[config.mk]
export PLATFORM = sky130hd
export DESIGN_NAME = cfg_loader
export DESIGN_NICKNAME = d
export VERILOG_FILES = /design/src/rtl/cfg_loader_pkg.sv /design/src/rtl/cfg_sync.sv /design/src/rtl/cfg_seq_fsm.sv /design/src/rtl/cfg_pin_route.sv /design/src/rtl/cfg_loader.sv
export SDC_FILE = /design/constraint.sdc
export NUM_CORES = 1
export LEC_CHECK = 0
export BUFFER_PORTS_ARGS = -buffer_cell sky130_fd_sc_hd__buf_2
export CORE_MARGIN = 5
export CORE_UTILIZATION = 45
export DETAILED_ROUTE_END_ITERATION = 12
export PLACE_DENSITY = 0.69
export SYNTH_ARGS = -nofsm -noshare
export SYNTH_HDL_FRONTEND = slang
export SYNTH_SLANG_ARGS = --single-unit
[constraint.sdc]
create_clock -name clk -period 2.3 [get_ports clk]
set_input_delay 0.23 -clock clk [delete_from_list [all_inputs] [get_ports clk]]
set_output_delay 0.23 -clock clk [all_outputs]
set_load 0.03 [all_outputs]
[src/rtl/cfg_loader_pkg.sv]
package cfg_loader_pkg;

    typedef enum logic [2:0] {
        ST_IDLE,
        ST_FETCH,
        ST_STROBE,
        ST_GAP,
        ST_WAIT,
        ST_DONE,
        ST_ERROR
    } seq_state_t;

    typedef enum logic [2:0] {
        STAT_IDLE    = 3'd0,
        STAT_LOADING = 3'd1,
        STAT_WAITING = 3'd2,
        STAT_DONE    = 3'd3,
        STAT_ERROR   = 3'd4
    } stat_code_t;

    function automatic stat_code_t stat_of(seq_state_t s);
        stat_code_t c;
        unique case (s)
            ST_IDLE:                      c = STAT_IDLE;
            ST_FETCH, ST_STROBE, ST_GAP:  c = STAT_LOADING;
            ST_WAIT:                      c = STAT_WAITING;
            ST_DONE:                      c = STAT_DONE;
            ST_ERROR:                     c = STAT_ERROR;
            default:                      c = STAT_IDLE;
        endcase
        return c;
    endfunction

endpackage

[src/rtl/cfg_sync.sv]
module cfg_sync #(
    parameter int   STAGES  = 2,
    parameter logic RST_VAL = 1'b0
) (
    input  logic clk,
    input  logic rst_n,
    input  logic d,
    output logic q
);

    logic [STAGES-1:0] sh;

    generate
        if (STAGES == 1) begin : g_one
            always_ff @(posedge clk or negedge rst_n) begin
                if (!rst_n) sh <= RST_VAL;
                else        sh <= d;
            end
        end else begin : g_chain
            always_ff @(posedge clk or negedge rst_n) begin
                if (!rst_n) sh <= {STAGES{RST_VAL}};
                else        sh <= {sh[STAGES-2:0], d};
            end
        end
    endgenerate

    assign q = sh[STAGES-1];

endmodule

[src/rtl/cfg_seq_fsm.sv]
module cfg_seq_fsm
    import cfg_loader_pkg::*;
#(
    parameter int DW        = 8,
    parameter int CNT_W     = 16,
    parameter int STRB_LOW  = 4,
    parameter int STRB_HIGH = 2,
    parameter int DONE_WAIT = 1000
) (
    input  logic             clk,
    input  logic             rst_n,
    input  logic             start,
    input  logic [DW-1:0]    s_data,
    input  logic             s_valid,
    input  logic             s_last,
    output logic             s_ready,
    input  logic             done_s,
    output logic [DW-1:0]    cfg_d,
    output logic             cfg_wr_n,
    output seq_state_t       state_o,
    output logic [CNT_W-1:0] byte_cnt,
    output logic             load_err
);

    localparam int MAX_A  = (STRB_LOW > STRB_HIGH) ? STRB_LOW : STRB_HIGH;
    localparam int MAX_T  = (MAX_A > DONE_WAIT) ? MAX_A : DONE_WAIT;
    localparam int TMR_W  = $clog2(MAX_T + 1);
    localparam logic [TMR_W-1:0] LOW_END  = TMR_W'(STRB_LOW - 1);
    localparam logic [TMR_W-1:0] HIGH_END = TMR_W'(STRB_HIGH - 1);
    localparam logic [TMR_W-1:0] WAIT_END = TMR_W'(DONE_WAIT - 1);

    seq_state_t       state, nxt;
    logic [TMR_W-1:0] tmr;
    logic             tmr_clr, accept, cnt_clr, last_q;

    // next-state decision
    always_comb begin
        nxt     = state;
        tmr_clr = 1'b0;
        accept  = 1'b0;
        cnt_clr = 1'b0;
        unique case (state)
            ST_IDLE, ST_DONE, ST_ERROR: begin
                if (start) begin
                    nxt     = ST_FETCH;
                    cnt_clr = 1'b1;
                end
            end
            ST_FETCH: begin
                if (s_valid) begin
                    nxt     = ST_STROBE;
                    accept  = 1'b1;
                    tmr_clr = 1'b1;
                end
            end
            ST_STROBE: begin
                if (tmr == LOW_END) begin
                    nxt     = ST_GAP;
                    tmr_clr = 1'b1;
                end
            end
            ST_GAP: begin
                if (tmr == HIGH_END) begin
                    nxt     = last_q ? ST_WAIT : ST_FETCH;
                    tmr_clr = 1'b1;
                end
            end
            ST_WAIT: begin
                if (done_s)                nxt = ST_DONE;
                else if (tmr == WAIT_END)  nxt = ST_ERROR;
            end
            default: nxt = ST_IDLE;
        endcase
    end

    // state register
    always_ff @(posedge clk or negedge rst_n) begin
        if (!rst_n) state <= ST_IDLE;
        else        state <= nxt;
    end

    // datapath registers
    always_ff @(posedge clk or negedge rst_n) begin
        if (!rst_n) begin
            tmr      <= '0;
            byte_cnt <= '0;
            cfg_d    <= '0;
            last_q   <= 1'b0;
        end else begin
            tmr <= tmr_clr ? '0 : tmr + 1'b1;
            if (cnt_clr)     byte_cnt <= '0;
            else if (accept) byte_cnt <= byte_cnt + 1'b1;
            if (accept) begin
                cfg_d  <= s_data;
                last_q <= s_last;
            end
        end
    end

    // outputs
    always_comb begin
        s_ready  = (state == ST_FETCH);
        cfg_wr_n = (state != ST_STROBE);
        load_err = (state == ST_ERROR);
        state_o  = state;
    end

    p_accept_strobe_r4: assert property (@(posedge clk) disable iff (!rst_n)
        (s_valid && s_ready) |=> !cfg_wr_n);

    p_count_step_r3: assert property (@(posedge clk) disable iff (!rst_n)
        (s_valid && s_ready) |=> (byte_cnt == $past(byte_cnt) + 1'b1));

    p_start_ignored_r9: assert property (@(posedge clk) disable iff (!rst_n)
        ((state == ST_STROBE || state == ST_GAP || state == ST_WAIT) && start)
        |=> (byte_cnt == $past(byte_cnt)));

    p_err_from_wait_r7: assert property (@(posedge clk) disable iff (!rst_n)
        $rose(load_err) |-> ($past(state) == ST_WAIT));

    p_high_gap_r5: assert property (@(posedge clk) disable iff (!rst_n)
        $rose(cfg_wr_n) |=> cfg_wr_n);

    generate
        if (STRB_LOW >= 2) begin : g_low_chk
            p_low_hold_r4: assert property (@(posedge clk) disable iff (!rst_n)
                $fell(cfg_wr_n) |=> (!cfg_wr_n && $stable(cfg_d)));
        end
    endgenerate

endmodule

[src/rtl/cfg_pin_route.sv]
module cfg_pin_route (
    input  logic loaded,
    input  logic irq_n_s,
    input  logic dreq_s,
    output logic run_irq,
    output logic run_dreq
);

    always_comb begin
        run_irq  = loaded & ~irq_n_s;
        run_dreq = loaded & dreq_s;
    end

endmodule

[src/rtl/cfg_loader.sv]
module cfg_loader
    import cfg_loader_pkg::*;
#(
    parameter int DW          = 8,
    parameter int CNT_W       = 16,
    parameter int STRB_LOW    = 4,
    parameter int STRB_HIGH   = 2,
    parameter int DONE_WAIT   = 1000,
    parameter int SYNC_STAGES = 2
) (
    input  logic             clk,
    input  logic             rst_n,
    input  logic             start,
    input  logic [DW-1:0]    s_data,
    input  logic             s_valid,
    input  logic             s_last,
    output logic             s_ready,
    output logic [DW-1:0]    cfg_d,
    output logic             cfg_wr_n,
    input  logic             done_irq_n,
    input  logic             dreq_line,
    output logic             run_irq,
    output logic             run_dreq,
    output logic [2:0]       stat_code,
    output logic [CNT_W-1:0] stat_count,
    output logic             load_err
);

    logic       line_a_s, line_b_s;
    seq_state_t seq_state;
    stat_code_t code;

    cfg_sync #(.STAGES(SYNC_STAGES), .RST_VAL(1'b1)) u_sync_a (
        .clk(clk), .rst_n(rst_n), .d(done_irq_n), .q(line_a_s));

    cfg_sync #(.STAGES(SYNC_STAGES), .RST_VAL(1'b0)) u_sync_b (
        .clk(clk), .rst_n(rst_n), .d(dreq_line), .q(line_b_s));

    cfg_seq_fsm #(
        .DW(DW), .CNT_W(CNT_W), .STRB_LOW(STRB_LOW),
        .STRB_HIGH(STRB_HIGH), .DONE_WAIT(DONE_WAIT)
    ) u_fsm (
        .clk(clk), .rst_n(rst_n), .start(start),
        .s_data(s_data), .s_valid(s_valid), .s_last(s_last), .s_ready(s_ready),
        .done_s(line_a_s), .cfg_d(cfg_d), .cfg_wr_n(cfg_wr_n),
        .state_o(seq_state), .byte_cnt(stat_count), .load_err(load_err));

    assign code      = stat_of(seq_state);
    assign stat_code = code;

    cfg_pin_route u_route (
        .loaded(code == STAT_DONE), .irq_n_s(line_a_s), .dreq_s(line_b_s),
        .run_irq(run_irq), .run_dreq(run_dreq));

    p_gated_r8: assert property (@(posedge clk) disable iff (!rst_n)
        (code != STAT_DONE) |-> (!run_irq && !run_dreq));

    p_strobe_in_load_r10: assert property (@(posedge clk) disable iff (!rst_n)
        !cfg_wr_n |-> (stat_code == 3'd1));

endmodule

# Word-level counts from Yosys, hierarchy flattened
# Cells that the tools add are included.
dict set report word_totals {
  reg_bits 42
  in_bits 15
  out_inout_bits 32
  word_cells 52
}
dict set report classes {
  addsub 2
  eq_ne 16
  n_mux 19
  bitwise_logic 3
  n_reduce_logical 5
}
# operator count
set op_table {}
lappend op_table {{16-bit 2-to-1 mux} 2}
lappend op_table {{3-bit 2-to-1 mux} 7}
lappend op_table {{16-bit by 1-bit adder with 16-bit output (second input constant)} 1}
lappend op_table {{3-bit one-hot mux with 5 select lines} 1}
lappend op_table {{3-bit one-hot mux with 4 select lines} 1}
lappend op_table {{10-bit by 1-bit adder with 10-bit output (second input constant)} 1}
lappend op_table {{10-bit by 1-bit equality test with 1-bit output (second input constant)} 1}
lappend op_table {{10-bit equality test (second input constant)} 1}
lappend op_table {{10-bit by 2-bit equality test with 1-bit output (second input constant)} 1}
lappend op_table {{10-bit 2-to-1 mux} 1}
lappend op_table {{3-bit by 2-bit equality test with 1-bit output (second input constant)} 3}
lappend op_table {{3-bit equality test (second input constant)} 3}
lappend op_table {{1-bit 2-to-1 mux} 6}
lappend op_table {{3-bit by 2-bit != test with 1-bit output (second input constant)} 2}
lappend op_table {{3-bit OR reduction} 2}
lappend op_table {{5-bit AND reduction} 1}
lappend op_table {{2-bit by 1-bit != test with 1-bit output (second input constant)} 2}
lappend op_table {{2-bit != test (second input constant)} 2}
lappend op_table {{3-bit by 1-bit equality test with 1-bit output (second input constant)} 1}
lappend op_table {{3-bit logical NOT} 1}
lappend op_table {{1-bit one-hot mux with 3 select lines} 1}
lappend op_table {{1-bit AND} 2}
lappend op_table {{2-bit nonzero test} 1}
lappend op_table {{1-bit inverter} 1}

# Logic depth before layout (Yosys ltp)
dict set report depth {
  depth_word 5
  depth_mapped 7
  ltp_nobuf 6
}

# By module
# Synthesis repeated with hierarchy kept, for this count alone.
dict set report unflattened {
  cells_unflattened 226
  hier_area_um2 2144.6
}
# module instances cells_each area_each_um2 seq_area_each_um2
set by_module_without_submodules {}
lappend by_module_without_submodules {cfg_seq_fsm 1 215 1984.4 950.9}
lappend by_module_without_submodules {{cfg_sync (u_sync_a)} 1 2 52.6 52.6}
lappend by_module_without_submodules {{cfg_sync (u_sync_b)} 1 2 50.0 50.0}
lappend by_module_without_submodules {cfg_loader 1 5 37.5 0.0}
lappend by_module_without_submodules {cfg_pin_route 1 2 20.0 0.0}

# Least setup slack after synthesis
# OpenSTA, ideal clock, no wires.
dict set report synth_timing {
  kind {register -> output}
  start {register u_fsm.state[0] (netlist: u_fsm.state_o[0])}
  end {output port stat_code[2]}
  t_arrival_ps 1725
  required_time_ps 2070
  setup_slack_ps 345
  stages_incl_launch_ff 5
  path_buffers 3
  cell_sequence {dfrtp_1 > buf_2 > clkbuf_1 > nor3_1 > buf_4}
}
dict set report synth_via {
  word_cells_on_any_way 8
  classes_between {eq/ne (6); mux (1); reduce/logical (1)}
}
# item line_no
set synth_lines {}
lappend synth_lines {{start: declaration} cfg_seq_fsm.sv:32} ;# seq_state_t state, nxt;
lappend synth_lines {{start signal: assignment} cfg_seq_fsm.sv:79} ;# else state <= nxt;
lappend synth_lines {{3-bit equality test} n/a}
lappend synth_lines {{net load_err} cfg_loader.sv:26} ;# output logic load_err
lappend synth_lines {{3-bit one-hot mux with 4 select lines} cfg_loader_pkg.sv:23} ;# unique case (s)
lappend synth_lines {{end: declaration} cfg_loader.sv:24} ;# output logic [2:0] stat_code,
# The timed path passes the listed nets, and every way through them passes these cells.

# Worst setup path in the final report
dict set report layout_timing {
  start {register u_fsm.state[2] (netlist: u_fsm.state_o[2])}
  end {output port s_ready}
}
dict set report layout_via {
  elab_chain_len 1
}
# item line_no
set layout_lines {}
lappend layout_lines {{3-bit by 1-bit equality test with 1-bit output} cfg_seq_fsm.sv:102} ;# s_ready = (state == ST_FETCH);
lappend layout_lines {{end: declaration} cfg_loader.sv:17} ;# output logic s_ready,
# Every way passes these cells.

==> reports/metrics.yaml <==
yosys:
  synth_ff_type: "dfrtp_1"
  synth.distinct_cells: 37
  synth_cells: 209
  synth.most_common_cell: "dfrtp_1"
  syn_nets: 227
  yosysWarningCount: 0
  yosys.area.top_type: "dfrtp_1"
  ys_async_sr_fraction_pct: 100.0
  synthTopCellsByCount: "dfrtp_1, nor2_1, nand3_1, mux2_2, xnor2_1"
  synth_area_um2: 2096
  synth_edf_count: 0
  synthTopCellsByArea: "dfrtp_1, mux2_2, nor2_1"
  synth-seq-area-share_pct: 50.27
  synth_top_area_share_pct: 47.76
  postSynthAreaPerCell_um2: 10.03
  ys_ff_latch: 42
clock_tree:
  insertion_delay_ns: 0.30
  cts.path.max_buffers: 2
  root_buffer: "clkbuf_8"
  cts.sinks: 42
  path_clk_slew_ns: 0.08
  cts_setup_buffers: 0
  h-tree-depth: 2
  cts_tree: "yes"
  numCtsBuffers: 5
timing:
  period_needed_ns: 1.949
  period_share_pct: 84.76
  worst_pin_slew_ns: 0.5918
  setup_viol: 0
  skew_ns: 0.007062
  layout_setup_ws_ns: 0.3506
  max_freq_ghz: 0.5130
  relSlewSlack_pct: 60.54
  finalMaxSlewViolations: 0
  fin_tns_setup_ns: 0
  final-hold-violation-count: 0
  rsz0062_at_grt: "false"
pwr:
  cellPowerDensity_nw_per_um2: 1151
  p_leak_uw: 0.001172
  combPwrFrac_pct: 42.1
  p_sw_share_pct: 41.42
  intPower_uw: 1683
  power.share.clock_pct: 20.6
  power.switching_uw: 1190
  ir_worst_vdd_mv: 0.8195
  seqPwrFrac_pct: 37.3
global_routing:
  grtUsageTotal_pct: 15.67
  grt_overflow: 0
  grt_pass1_wl_um: 7734
  antenna_found_initial: 0
  grt_pass1_vias: 1663
  grt_max_degree: 23
min_path:
  hp-class: "in2reg"
  worstHoldPathCells: 1
critical_path:
  cp_top_family: "simple AND/OR/NAND/NOR gates"
  worst-r2r-setup-slack_ns: 0.38
  slowest_delay_ns: 0.54
  critical_path_class: "reg2out"
  reg2reg_depth: 4
  arrival_ns: 1.72
  worstPathCellList: "or3b_2, clkinv_1, buf_2"
  worstPathMaxFanout: 10
  worst-path-buf-inv: 2
  end_kind: "primary output"
  cp_num_cells: 3
  required_ns: 2.07
  critPathLaunchType: "flop"
  crit_slowest_cell: "or3b_2"
floorplan:
  initial_utilization_pct: 47.16
  num_rows: 24
  die_y_um: 78.25
  die_w_um: 78.25
  coreArea_um2: 4444
  dieArea_um2: 6122
  io_pins: 47
routing:
  ant_nets: 0
  drcViolationCount: 0
  wl_um: 4516
  drtIter0Drc: 41
  wire_per_inst_um: 14.52
  firstDrtPassIters: 4
  vias: 1679
  vias_per_cell: 5.399
place:
  globalplace.congestion: 0.8695
  portBuffers: 46
  post-dp-hpwl_um: 3347
  post_dp_cell_area_um2: 2374
  dpl.cell_count: 302
  post-place-ws_ns: 0.4024
cells_and_area:
  final_layout_size_suffix_gt1_share_pct: 28.96
  antennaDiodeCount: 0
  syn2layout_area_growth_pct: 19.16
  final_cells: 311
  seqCellArea_um2: 1054
  multi_input_area_um2: 953.4
  nNetsFinal: 276
  n_fill_cell: 391
  final_cell_area_um2: 2497
job:
  maxCapViolCount: 0
run_status:
  status: "completed"
## worst register-to-register path, stage by stage (launching register included)
cell and delay [ns]:
dfrtp_1 0.49, nand4bb_1 0.25, or3_4 0.44, or4_1 0.51
a21oi_1 0.15
## kinds of logic (layout without fill, tap and decap cells)
family,Yosys count,count (layout),synth area share [%]
buf+inv,18,68,4.239
compound gates,24,24,6.568
xor+xnor,21,21,8.776
fa+ha+maj,3,3,1.791
flops,42,42,50.27
simple gates,88,88,21.49
mux,13,13,6.866
## layout make-up
class                      instances  area share, %
sequential                        42          42.18
multi-input combinational        149          38.18
timing repair buffer              53          11.42
clock buffer                       5          2.756
tap                               52          2.605
clock inverter                     3          1.804
inverter                           7          1.052
## per-stage QoR
stage / hold WS [ns] / power (uW) / utilization (%)
final: 0.02895 / 2874 / 56.19
after global routing: 0.004828 / 3070 / 56.19
after CTS: 0.01203 / 2908 / 56.19
after detailed placement: 0.2228 / 2301 / 53.41
after global placement: 0.2066 / 2272 / 53.41
after floorplan: -0.06559 / 1980 / -
## per-layer routing
layer  GRT usage, %  wire (um)
met5              0          0
met4          5.245         52
met3          4.348        243
met2          24.91       2112
met1          20.75       2108
## path summary, 6_finish.rpt
kind,end,from
worst max-delay path,s_ready,u_fsm.state_o[2]$_DFFE_PN0P_
worst min-delay path,u_sync_a.sh[0]$_DFF_PN1_,done_irq_n
worst max register to register,u_fsm.byte_cnt[15]$_DFFE_PN0P_,u_fsm.state_o[2]$_DFFE_PN0P_
worst min register to register,u_sync_b.sh[1]$_DFF_PN0_,u_sync_b.sh[0]$_DFF_PN0_
max in group asynchronous,u_sync_a.sh[0]$_DFF_PN1_,rst_n
min in group asynchronous,u_fsm.tmr[3]$_DFF_PN0_,rst_n
## layout by cell type (no fill, tap or decap), drive strengths merged, types with 4 or more instances in the layout
| cell | count |
|---|---|
| a21oi | 10 |
| and3 | 4 |
| buf | 52 |
| clkbuf | 5 |
| dfrtp | 40 |
| inv | 6 |
| mux2 | 11 |
| nand2 | 9 |
| nand3 | 14 |
| nand4 | 9 |
| nor2 | 29 |
| nor3 | 6 |
| nor4 | 6 |
| o21ai | 6 |
| xnor2 | 11 |
| xor2 | 10 |
## state kept, by name, indices dropped and copies added (netlist names)
name / count
u_fsm.cfg_d: 8
u_fsm.byte_cnt: 16
u_sync_b.sh: 2
u_fsm.state_o: 3
u_sync_a.sh: 2
u_fsm.last_q: 1
u_fsm.tmr: 10
## repair_timing
item / CTS / global route
hold buffers: 1 / 0
gates resized for setup: 0 / 0
hold endpoints to repair: 19 / 0
## power by group through the flow
stage                     combinational (uW)  sequential, uW  clock (uW)
after floorplan                          767            1210           0
after global placement                  1200            1070           0
after detailed placement                1220            1080           0
after CTS                               1220            1070         615
after global routing                    1320            1110         647
final                                   1210            1070         591
Power figures use the tool's default switching activity.
